## src/rtl/pdma_regs_pkg.sv

```systemverilog
// Shared definitions for the DMA channel register block.
// Assumes: 64-bit data path, 4 KB register slice per channel.
package pdma_regs_pkg;

    typedef enum logic [3:0] {
        SEL_NONE, SEL_CTRL, SEL_NCFG, SEL_NBYTES, SEL_NDST, SEL_NSRC,
        SEL_XCFG, SEL_XBYTES, SEL_XDST, SEL_XSRC
    } reg_sel_e;

    typedef enum logic [1:0] {
        PART_FULL, PART_LO, PART_HI
    } part_e;

    localparam int CTL_CLAIM   = 0;
    localparam int CTL_RUN     = 1;
    localparam int CTL_DONE_IE = 14;
    localparam int CTL_ERR_IE  = 15;
    localparam int CTL_DONE    = 30;
    localparam int CTL_ERR     = 31;

    localparam logic [31:0] CFG_DEFAULT = 32'h6600_0000;

endpackage

```

## src/rtl/pdma_decode.sv

```systemverilog
// Address decoder: splits a bus address into a channel number and a
// register/half selection. Anything that is not a legal access yields SEL_NONE.
// Assumes: NUM_CH fits in the channel slot bits above bit 11.
module pdma_decode
    import pdma_regs_pkg::*;
#(
    parameter int ADDR_W = 16,
    parameter int NUM_CH = 2,
    localparam int CH_W  = (NUM_CH > 1) ? $clog2(NUM_CH) : 1,
    localparam int SLOT_W = ADDR_W - 12
) (
    input  logic [ADDR_W-1:0] addr,
    input  logic [3:0]        size,
    output reg_sel_e          sel,
    output part_e             part,
    output logic [CH_W-1:0]   ch_idx,
    output logic              ch_ok
);

    logic [SLOT_W-1:0] slot;
    logic [11:0]       off;

    assign slot   = addr[ADDR_W-1:12];
    assign off    = addr[11:0];
    assign ch_idx = slot[CH_W-1:0];
    assign ch_ok  = {1'b0, slot} < (SLOT_W+1)'(NUM_CH);

    // Map offset and width to a register and half.
    always_comb begin
        sel  = SEL_NONE;
        part = PART_LO;
        if (size == 4'd4) begin
            case (off)
                12'h000: sel = SEL_CTRL;
                12'h004: sel = SEL_NCFG;
                12'h008: sel = SEL_NBYTES;
                12'h00C: begin sel = SEL_NBYTES; part = PART_HI; end
                12'h010: sel = SEL_NDST;
                12'h014: begin sel = SEL_NDST;   part = PART_HI; end
                12'h018: sel = SEL_NSRC;
                12'h01C: begin sel = SEL_NSRC;   part = PART_HI; end
                12'h104: sel = SEL_XCFG;
                12'h108: sel = SEL_XBYTES;
                12'h10C: begin sel = SEL_XBYTES; part = PART_HI; end
                12'h110: sel = SEL_XDST;
                12'h114: begin sel = SEL_XDST;   part = PART_HI; end
                12'h118: sel = SEL_XSRC;
                12'h11C: begin sel = SEL_XSRC;   part = PART_HI; end
                default: sel = SEL_NONE;
            endcase
        end else if (size == 4'd8) begin
            part = PART_FULL;
            case (off)
                12'h008: sel = SEL_NBYTES;
                12'h010: sel = SEL_NDST;
                12'h018: sel = SEL_NSRC;
                12'h108: sel = SEL_XBYTES;
                12'h110: sel = SEL_XDST;
                12'h118: sel = SEL_XSRC;
                default: sel = SEL_NONE;
            endcase
        end
    end

endmodule

```

## src/rtl/pdma_channel.sv

```systemverilog
// One channel: control word with claim/run ownership rules, pending
// descriptor, in-flight copies, start pulse and interrupt lines.
// Assumes: wr_en is already qualified with channel match and legal decode.
module pdma_channel
    import pdma_regs_pkg::*;
(
    input  logic        clk,
    input  logic        rst_n,
    input  logic        wr_en,
    input  reg_sel_e    sel,
    input  part_e       part,
    input  logic [63:0] wdata,
    input  logic        cpl,
    input  logic        cpl_err,
    output logic [63:0] rdata,
    output logic        start,
    output logic        irq_done,
    output logic        irq_err
);

    logic [31:0] ctrl_q, ctrl_d, ctl_v, ncfg_q, xcfg_q;
    logic [63:0] nbytes_q, ndst_q, nsrc_q, xbytes_q, xdst_q, xsrc_q;
    logic        start_q, ctrl_wr, claimed, running, accept, claim_rise;

    function automatic logic [63:0] merge(input logic [63:0] old_v,
                                          input part_e p,
                                          input logic [63:0] nv);
        case (p)
            PART_FULL: merge = nv;
            PART_HI:   merge = {nv[31:0], old_v[31:0]};
            default:   merge = {old_v[63:32], nv[31:0]};
        endcase
    endfunction

    function automatic logic [63:0] pick(input logic [63:0] v, input part_e p);
        case (p)
            PART_FULL: pick = v;
            PART_HI:   pick = {32'd0, v[63:32]};
            default:   pick = {32'd0, v[31:0]};
        endcase
    endfunction

    assign ctrl_wr    = wr_en && (sel == SEL_CTRL);
    assign claimed    = ctrl_q[CTL_CLAIM];
    assign running    = ctrl_q[CTL_RUN];
    assign claim_rise = ctrl_wr && !claimed && wdata[CTL_CLAIM];

    // Apply ownership rules to the written control value and detect a start.
    always_comb begin
        ctl_v = wdata[31:0];
        if (running && !ctl_v[CTL_CLAIM]) ctl_v[CTL_CLAIM] = 1'b1;
        if (!claimed || (!running && !ctl_v[CTL_CLAIM])) ctl_v[CTL_RUN] = 1'b0;
        accept = ctrl_wr && ctl_v[CTL_RUN] && !running;
        if (accept) begin
            ctl_v[CTL_DONE] = 1'b0;
            ctl_v[CTL_ERR]  = 1'b0;
        end
    end

    // Next control word: software write, then engine completion on top.
    always_comb begin
        ctrl_d = ctrl_wr ? ctl_v : ctrl_q;
        if (cpl && running) begin
            ctrl_d[CTL_RUN] = 1'b0;
            if (cpl_err) ctrl_d[CTL_ERR]  = 1'b1;
            else         ctrl_d[CTL_DONE] = 1'b1;
        end
    end

    // Control register and start pulse.
    always_ff @(posedge clk) begin
        if (!rst_n) begin
            ctrl_q  <= '0;
            start_q <= 1'b0;
        end else begin
            ctrl_q  <= ctrl_d;
            start_q <= accept;
        end
    end

    // Pending descriptor: reset on fresh claim, else software writes.
    always_ff @(posedge clk) begin
        if (!rst_n || claim_rise) begin
            ncfg_q   <= CFG_DEFAULT;
            nbytes_q <= '0;
            ndst_q   <= '0;
            nsrc_q   <= '0;
        end else if (wr_en) begin
            case (sel)
                SEL_NCFG:   ncfg_q   <= wdata[31:0];
                SEL_NBYTES: nbytes_q <= merge(nbytes_q, part, wdata);
                SEL_NDST:   ndst_q   <= merge(ndst_q, part, wdata);
                SEL_NSRC:   nsrc_q   <= merge(nsrc_q, part, wdata);
                default: ;
            endcase
        end
    end

    // In-flight copies: loaded only when a run is accepted.
    always_ff @(posedge clk) begin
        if (!rst_n) begin
            xcfg_q   <= '0;
            xbytes_q <= '0;
            xdst_q   <= '0;
            xsrc_q   <= '0;
        end else if (accept) begin
            xcfg_q   <= ncfg_q;
            xbytes_q <= nbytes_q;
            xdst_q   <= ndst_q;
            xsrc_q   <= nsrc_q;
        end
    end

    // Read multiplexer.
    always_comb begin
        case (sel)
            SEL_CTRL:   rdata = {32'd0, ctrl_q};
            SEL_NCFG:   rdata = {32'd0, ncfg_q};
            SEL_XCFG:   rdata = {32'd0, xcfg_q};
            SEL_NBYTES: rdata = pick(nbytes_q, part);
            SEL_NDST:   rdata = pick(ndst_q, part);
            SEL_NSRC:   rdata = pick(nsrc_q, part);
            SEL_XBYTES: rdata = pick(xbytes_q, part);
            SEL_XDST:   rdata = pick(xdst_q, part);
            SEL_XSRC:   rdata = pick(xsrc_q, part);
            default:    rdata = '0;
        endcase
    end

    assign start    = start_q;
    assign irq_done = ctrl_q[CTL_DONE_IE] && ctrl_q[CTL_DONE];
    assign irq_err  = ctrl_q[CTL_ERR_IE] && ctrl_q[CTL_ERR];

    assert_claim_kept_R6: assert property (@(posedge clk) disable iff (!rst_n)
        ctrl_q[CTL_RUN] |-> ctrl_q[CTL_CLAIM]);

    assert_start_pulse_R5: assert property (@(posedge clk) disable iff (!rst_n)
        start_q |=> !start_q);

    assert_start_state_R5: assert property (@(posedge clk) disable iff (!rst_n)
        start_q |-> (ctrl_q[CTL_RUN] && !ctrl_q[CTL_DONE] && !ctrl_q[CTL_ERR]));

    assert_unclaimed_no_start_R4: assert property (@(posedge clk) disable iff (!rst_n)
        (ctrl_wr && !ctrl_q[CTL_CLAIM]) |=> !start_q);

    assert_cpl_done_R7: assert property (@(posedge clk) disable iff (!rst_n)
        (cpl && ctrl_q[CTL_RUN] && !cpl_err) |=> (!ctrl_q[CTL_RUN] && ctrl_q[CTL_DONE]));

    assert_cpl_err_R7: assert property (@(posedge clk) disable iff (!rst_n)
        (cpl && ctrl_q[CTL_RUN] && cpl_err) |=> (!ctrl_q[CTL_RUN] && ctrl_q[CTL_ERR]));

    assert_exec_hold_R9: assert property (@(posedge clk) disable iff (!rst_n)
        !accept |=> ($stable(xbytes_q) && $stable(xdst_q) && $stable(xsrc_q) && $stable(xcfg_q)));

endmodule

```

## src/rtl/dma_claim_regs.sv

```systemverilog
// Top: decodes the bus access, fans writes out to one register set per
// channel, selects read data and gathers start pulses and interrupt lines.
// Assumes: single-cycle accesses, 4-byte data in bits 31:0.
module dma_claim_regs
    import pdma_regs_pkg::*;
#(
    parameter int ADDR_W = 16,
    parameter int NUM_CH = 2,
    localparam int CH_W  = (NUM_CH > 1) ? $clog2(NUM_CH) : 1
) (
    input  logic                clk,
    input  logic                rst_n,
    input  logic                bus_valid,
    input  logic                bus_write,
    input  logic [3:0]          bus_size,
    input  logic [ADDR_W-1:0]   bus_addr,
    input  logic [63:0]         bus_wdata,
    output logic [63:0]         bus_rdata,
    output logic [NUM_CH-1:0]   eng_start,
    input  logic [NUM_CH-1:0]   eng_cpl,
    input  logic [NUM_CH-1:0]   eng_cpl_err,
    output logic [2*NUM_CH-1:0] irq
);

    reg_sel_e        sel;
    part_e           part;
    logic [CH_W-1:0] ch_idx;
    logic            ch_ok;
    logic            wr_any;
    logic [63:0]     ch_rdata [NUM_CH];

    pdma_decode #(.ADDR_W(ADDR_W), .NUM_CH(NUM_CH)) u_dec (
        .addr   (bus_addr),
        .size   (bus_size),
        .sel    (sel),
        .part   (part),
        .ch_idx (ch_idx),
        .ch_ok  (ch_ok)
    );

    assign wr_any = bus_valid && bus_write && ch_ok && (sel != SEL_NONE);

    for (genvar i = 0; i < NUM_CH; i++) begin : g_ch
        pdma_channel u_ch (
            .clk      (clk),
            .rst_n    (rst_n),
            .wr_en    (wr_any && (ch_idx == CH_W'(i))),
            .sel      (sel),
            .part     (part),
            .wdata    (bus_wdata),
            .cpl      (eng_cpl[i]),
            .cpl_err  (eng_cpl_err[i]),
            .rdata    (ch_rdata[i]),
            .start    (eng_start[i]),
            .irq_done (irq[2*i]),
            .irq_err  (irq[2*i+1])
        );
    end

    // Read data: only for a legal read to an existing channel.
    always_comb begin
        bus_rdata = '0;
        if (bus_valid && !bus_write && ch_ok) bus_rdata = ch_rdata[ch_idx];
    end

endmodule

```

## config.mk

```make
export PLATFORM = sky130hd
export DESIGN_NAME = dma_claim_regs
export DESIGN_NICKNAME = d
export VERILOG_FILES = /design/src/rtl/pdma_regs_pkg.sv /design/src/rtl/pdma_decode.sv /design/src/rtl/pdma_channel.sv /design/src/rtl/dma_claim_regs.sv
export SDC_FILE = /design/constraint.sdc
export NUM_CORES = 2
export LEC_CHECK = 0
export ABC_AREA = 1
export BUFFER_PORTS_ARGS = -buffer_cell sky130_fd_sc_hd__buf_2
export CAP_MARGIN = 20
export CELL_PAD_IN_SITES_DETAIL_PLACEMENT = 0
export CELL_PAD_IN_SITES_GLOBAL_PLACEMENT = 1
export CORE_AREA = 2 2 359 361
export DETAILED_ROUTE_END_ITERATION = 10
export DIE_AREA = 0 0 361 363
export PLACE_DENSITY = 0.81
export SYNTH_ARGS = -nofsm -noshare
export SYNTH_HDL_FRONTEND = slang
export SYNTH_SLANG_ARGS = --single-unit
```

## constraint.sdc

```tcl
create_clock -name clk -period 2.55 [get_ports clk]
set_input_delay 0.3825 -clock clk [delete_from_list [all_inputs] [get_ports clk]]
set_output_delay 0.3825 -clock clk [all_outputs]
set_load 0.01 [all_outputs]
```

== Word level (Yosys, flattened, before mapping) ==
Cells that the tools add are included.

* Equal/unequal tests: 26
* Bitwise operators: 4
* Order comparisons: 2
* Muxes and demuxes: 40
* Reduce and logical (&&, ||, !) cells: 67

{| class="wikitable"
|+ Operators with widths
! cell !! count
|-
| $pmux W64 S2 || 13
|-
| $pmux W64 S9 || 2
|-
| $mux W64 || 4
|-
| $eq A12 B9 Y1 const B || 7
|-
| $mux W32 || 2
|-
| $eq A12 B5 Y1 const B || 4
|-
| $pmux W4 S9 || 1
|-
| $reduce_and A3 Y1 || 12
|-
| $logic_and A1 B1 Y1 || 27
|-
| $eq A12 B4 Y1 const B || 2
|-
| $pmux W4 S6 || 1
|-
| $eq A4 B3 Y1 const B || 5
|-
| $reduce_or A2 Y1 || 8
|-
| $eq A12 B3 Y1 const B || 1
|-
| $eq A4 B4 Y1 const B || 3
|-
| $logic_not A12 Y1 || 1
|-
| $mux W2 || 6
|-
| $logic_not A1 Y1 || 9
|-
| $mux W1 || 9
|-
| $eq A4 B2 Y1 const B || 2
|-
| $mux W4 || 2
|-
| $reduce_or A6 Y1 || 1
|-
| $eq A4 B1 Y1 const B || 1
|-
| $logic_or A1 B1 Y1 || 4
|-
| 9 further kinds || 12
|}

* Flip-flop bits (word level): 962

== Depth between registers and ports, before layout ==
* Depth in word-level cells: 14
* Depth in mapped cells: 19

== Modules after synthesis ==
Synthesis repeated with hierarchy kept, for this count alone.

* Cell total of the unflattened synthesis: 8544
* Area total of the unflattened synthesis: 52520.4 µm²

{| class="wikitable"
|+ By module, submodules not included
! module !! cells an instance !! area an instance (µm²) !! instances
|-
| pdma_channel || 4050 || 25306.8 || 2
|-
| dma_claim_regs || 351 || 1432.6 || 1
|-
| pdma_decode || 93 || 474.2 || 1
|}

== Worst setup path before layout ==
No wires, ideal clock.

* Path type: input -> output
* From: input port bus_addr[1]
* To: output port bus_rdata[18]
* Stages: 15
* Data arrival time: 2391 ps
* Data required time: 2168 ps
* Slack: -224 ps
* Path through: nor2_1 nand2_1 nor2_2 nand3_1 o21ai_2 buf_2 nand3_1 nor2_1 buf_2 nand2_1 o21ai_0 nor2_1 nand3_1 nand2_1 nor2_1

* Cells in the longest elaborated chain, start to end: 11
* Elaborated cells between the ends (all ways): 57
* Classes of those cells: 24 x eq/ne; 24 x mux; 9 x reduce/logical

{| class="wikitable"
|+ RTL lines
! what !! RTL line !! source
|-
| start, declared || dma_claim_regs.sv:16 || <nowiki>input logic [ADDR_W-1:0] bus_addr,</nowiki>
|-
| $eq A12 B4 Y1 (tied with other cells) || pdma_decode.sv:33 || <nowiki>case (off)</nowiki>
|-
| $reduce_or A6 Y1 (no line) || - ||
|-
| $mux W2 || pdma_decode.sv:33 ||
|-
| $mux W2 || pdma_decode.sv:32 || <nowiki>if (size == 4'd4) begin</nowiki>
|-
| $eq A2 B2 Y1 or $logic_not A2 Y1 (tied branches) || pdma_channel.sv:36 || <nowiki>case (p)</nowiki>
|-
| $pmux W64 S2 || pdma_channel.sv:36 ||
|-
| $pmux W64 S9 || pdma_channel.sv:116 || <nowiki>case (sel)</nowiki>
|-
| $mux W64 (not written as such) * (3 in a row) || dma_claim_regs.sv:63 || <nowiki>if (bus_valid && !bus_write && ch_ok) bus_rdata = ch_rdata[ch_idx];</nowiki>
|-
| $mux W64 * || dma_claim_regs.sv:63 ||
|-
| end, declared || dma_claim_regs.sv:18 || <nowiki>output logic [63:0] bus_rdata,</nowiki>
|}

Mark *: on every way between the ends. The rest lies on a longest branch, timed or not. The select of a mux whose other input is x is not followed.

== Worst setup path in the final report ==
* From: input port bus_addr[10]
* To: output port bus_rdata[37]

The elaborated chain is that of the path after synthesis.

==> results.md <==
- Outcome: finished, violations left
- Failing checks: setup timing
- RSZ-0062 raised after global routing: yes
- WL met3: 36200 um
- WP data arrival: 3.15 ns
- Crit Path Class: input pin to output pin
- Power per cell area: 485 nW/um2
- Hold Startpoint: bus_wdata[19]
- CP startpoint kind: input pin
- Syn Nets: 8546
- First-pass GRT wire length: 359000 um
- Fillers: 12.5k
- Core Area: 127000 um2
- Yosys Warn Count: 0
- Top routing layer in use: met5
- Largest net degree at the start of global routing: 105
- Top cell type's share of synthesized area: 0.381
- Mean Syn Cell Area: 5.98 um2
- Share of the core filled with cells: 0.534
- Comb power frac: 0.040
- Register clock-pin slew on the reported worst setup and hold paths: 0.07 ns
- Layout cells sized above 1: 0.187
- Max frequency: 283 MHz
- Slew Limit Fails: 0
- CTS tree: yes
- GPL Wtd Cong: 0.972
- FFs w/ async S/R, synth: 0
- Post-synthesis sequential element count: 962
- Tcrit/Tclk final: 1.38
- Initial Utilization: 0.398
- Clock power share: 0.503
- P_sw: 8.00 mW
- Drt wl/cell: 24.0 um
- H-tree Lvls: 3
- Hold Path Class: input pin to register
- RR Startpoint: g_ch[0].u_ch.ctrl_q[0]
- Synth Cell Area: 50600 um2
- Die Wd: 361 um
- Initial antenna violation count: 27
- Clk Latency, worst-skew pair: 0.77 ns
- DR pass1 iterations: 6
- Synth Area in XOR/XNOR: 0
- DRT met1 WL: 100000 um
- CTS Root Cell: clkbuf_16
- Final Skew: 0.0401 ns
- Iteration-0 DRC Markers: 8004
- Row count: 131
- Num CTS Buffers: 110
- Tmin final: 3.53 ns
- Synthesis-to-finish area growth: 34.0%
- Final #Nets: 9111
- Leak: 31.7 nW
- Setup WS pre-CTS: -1.67 ns
- Main combinational cell family by area after synthesis: simple AND/OR/NAND/NOR gates
- Placed wire-length estimate: 170000 um
- Hold Slack: 0.0338 ns
- All-Layer GR Usage: 0.371
- Hold path depth: 3
- Mux contribution to synthesized area: 0.00257
- Max FO, Critical Path: 5
- Reg2Reg Setup Slack: 0.18 ns
- Worst R2R Path Depth: 8
- Final setup violation count: 369
- FF-to-FF End: g_ch[0].u_ch.xsrc_q[59]
- ANT nets after route: 0
- Reg power frac: 0.457
- PnR worst setup slack: -0.979 ns
- Die height: 363 um
- Buffers added on ports: 161
- CTS max path bufs: 3
- Max VDD drop: 0.000522 V
- Synth area leader: dfxtp_1
- WL final: 259000 um
- Register area share after synthesis: 0.381
- Slew Limit Headroom: 0.461
- Adder-cell share of the synthesized area: 0
- Remaining Overflow, GRT: 0
- Critical Path RT: 2.17 ns
- Endpoints failing hold: 0
- Worst hold endpoint: g_ch[1].u_ch.nsrc_q[19]
- Post-Synth Simple-Gate Area: 0.391
- Vias per cell: 5.48
- WL met2: 107000 um
- Nature of the critical path endpoint: output pin
- Worst-Margin Slew: 0.809 ns
- Most frequent cell after synthesis: nand2_1
- Synth area leaders: dfxtp_1, nand2_1, nor2_1, inv_1, a21oi_1
- Final TNS setup: -71.02 ns
- Internal power: 24.9 mW
- Sw Ratio: 0.243
- Post-synthesis cell count: 8454
- I/O Pins: 162
- Primary FF master, synth: dfxtp_1
- # clock sinks: 962
- Die area: 131000 um2
- Vias in the first global route: 52.4k
- Unique masters post-synth: 36
- Placed Area: 58700 um2
- Compound-Gate Fraction of Synth Area: 0.114
- Max-Cap Viols: 0
- Post-Layout Inst Area: 67800 um2
- EDFF count, synth: 0
- DRC Markers: 0
- Detailed-route via count: 59.1k
- Synth top cells by count: nand2_1, nor2_1, dfxtp_1
## cell usage in the layout, fill, tap and decap left out, drive strengths merged
master / n
clkinv: 34
o221ai: 1
o2111ai: 2
clkinvlp: 7
nor3: 18
nand3: 200
nand2: 3213
clkbuf: 187
buf: 990
inv: 749
o22ai: 1
mux2i: 13
a32o: 2
nand4: 169
o21ai: 490
dlygate4sd3: 23
nand3b: 12
or2: 42
bufbuf: 5
o21bai: 23
nor2: 1369
bufinv: 8
a22o: 1
a21oi: 553
o211ai: 38
diode: 13
dfxtp: 962
## state kept, by name, indices dropped and copies added (netlist names)
name / flops
g_ch.u_ch.nbytes_q: 128
g_ch.u_ch.xcfg_q: 64
g_ch.u_ch.start: 2
g_ch.u_ch.nsrc_q: 128
g_ch.u_ch.xdst_q: 128
g_ch.u_ch.ctrl_q: 64
g_ch.u_ch.ndst_q: 128
g_ch.u_ch.xsrc_q: 128
g_ch.u_ch.xbytes_q: 128
g_ch.u_ch.ncfg_q: 64
## metal layers
metal | track usage | up-vias
met5 | 0 | -
met4 | 0.193 | 28
met3 | 0.107 | 833
met2 | 0.551 | 3741
met1 | 0.487 | 27300
li1 | - | 27200
## area by class of cell
cell class,count,area (um2),share of cell area
multi-input cells,6147,27700,0.408
flip-flops and latches,962,19300,0.284
repair buffers,1046,12200,0.180
clock buffers,159,3190,0.0470
inverters,752,2870,0.0424
well taps,1662,2080,0.0307
clock inverters,46,483,0.00712
diodes,13,32.5,0.000480
## cells by family after synthesis
family          count (synthesis)
compound gates               1111
buf+inv                      1345
flops                         962
mux                            13
simple gates                 5023
## stage by stage
step | instances | total power, mW
floorplan | 8454 | 15.9
global placement | 10400 | 16.5
detailed placement | 10400 | 16.5
CTS | 10700 | 32.8
global route | 10800 | 33.5
finish | 10800 | 32.9
## what timing repair did
action | in CTS | in global routing
cloned | 13 | 33
pin swaps | 121 | 168
setup endpoints to repair | 762 | 588
setup buffers | 78 | 64
resized for setup | 365 | 402
hold endpoints to repair | 90 | 0
hold buffers | 23 | 0
## critical path, cell delays in order
cell and delay, ns:
buf_2 0.10, inv_2 0.06, nand2_4 0.08, nor2_4 0.16, inv_1 0.10, nor2_4 0.18
nand3_4 0.13, nand2_8 0.12, clkinvlp_4 0.15, buf_12 0.16, nor2_4 0.19, buf_12 0.20
buf_12 0.12, buf_12 0.09, buf_16 0.12, nand2_2 0.04, nand4_1 0.18, a21oi_2 0.12
nor2_4 0.27, buf_6 0.15
## worst max path at each step
stage,startpoint,end,slack [ns],depth (start not counted)
floorplan,bus_addr[7],bus_rdata[13],-0.03,17
global placement,bus_addr[7],bus_rdata[63],-1.65,19
detailed placement,bus_addr[11],bus_rdata[63],-1.67,22
CTS,bus_addr[6],bus_rdata[63],-0.84,21
global route,bus_addr[10],bus_rdata[0],-1.01,20
finish,bus_addr[10],bus_rdata[37],-0.98,20
## power groups by stage
stage	clock (mW)	sequential [mW]	combinational, mW
2_1_floorplan	0	15.4	0.509
3_3_place_gp	0	15.4	1.10
3_5_place_dp	0	15.4	1.10
4_1_cts	16.5	15.0	1.21
5_1_grt	17.1	15.0	1.33
6_report	16.5	15.0	1.30
No activity file was read; power rests on OpenSTA's default activity.
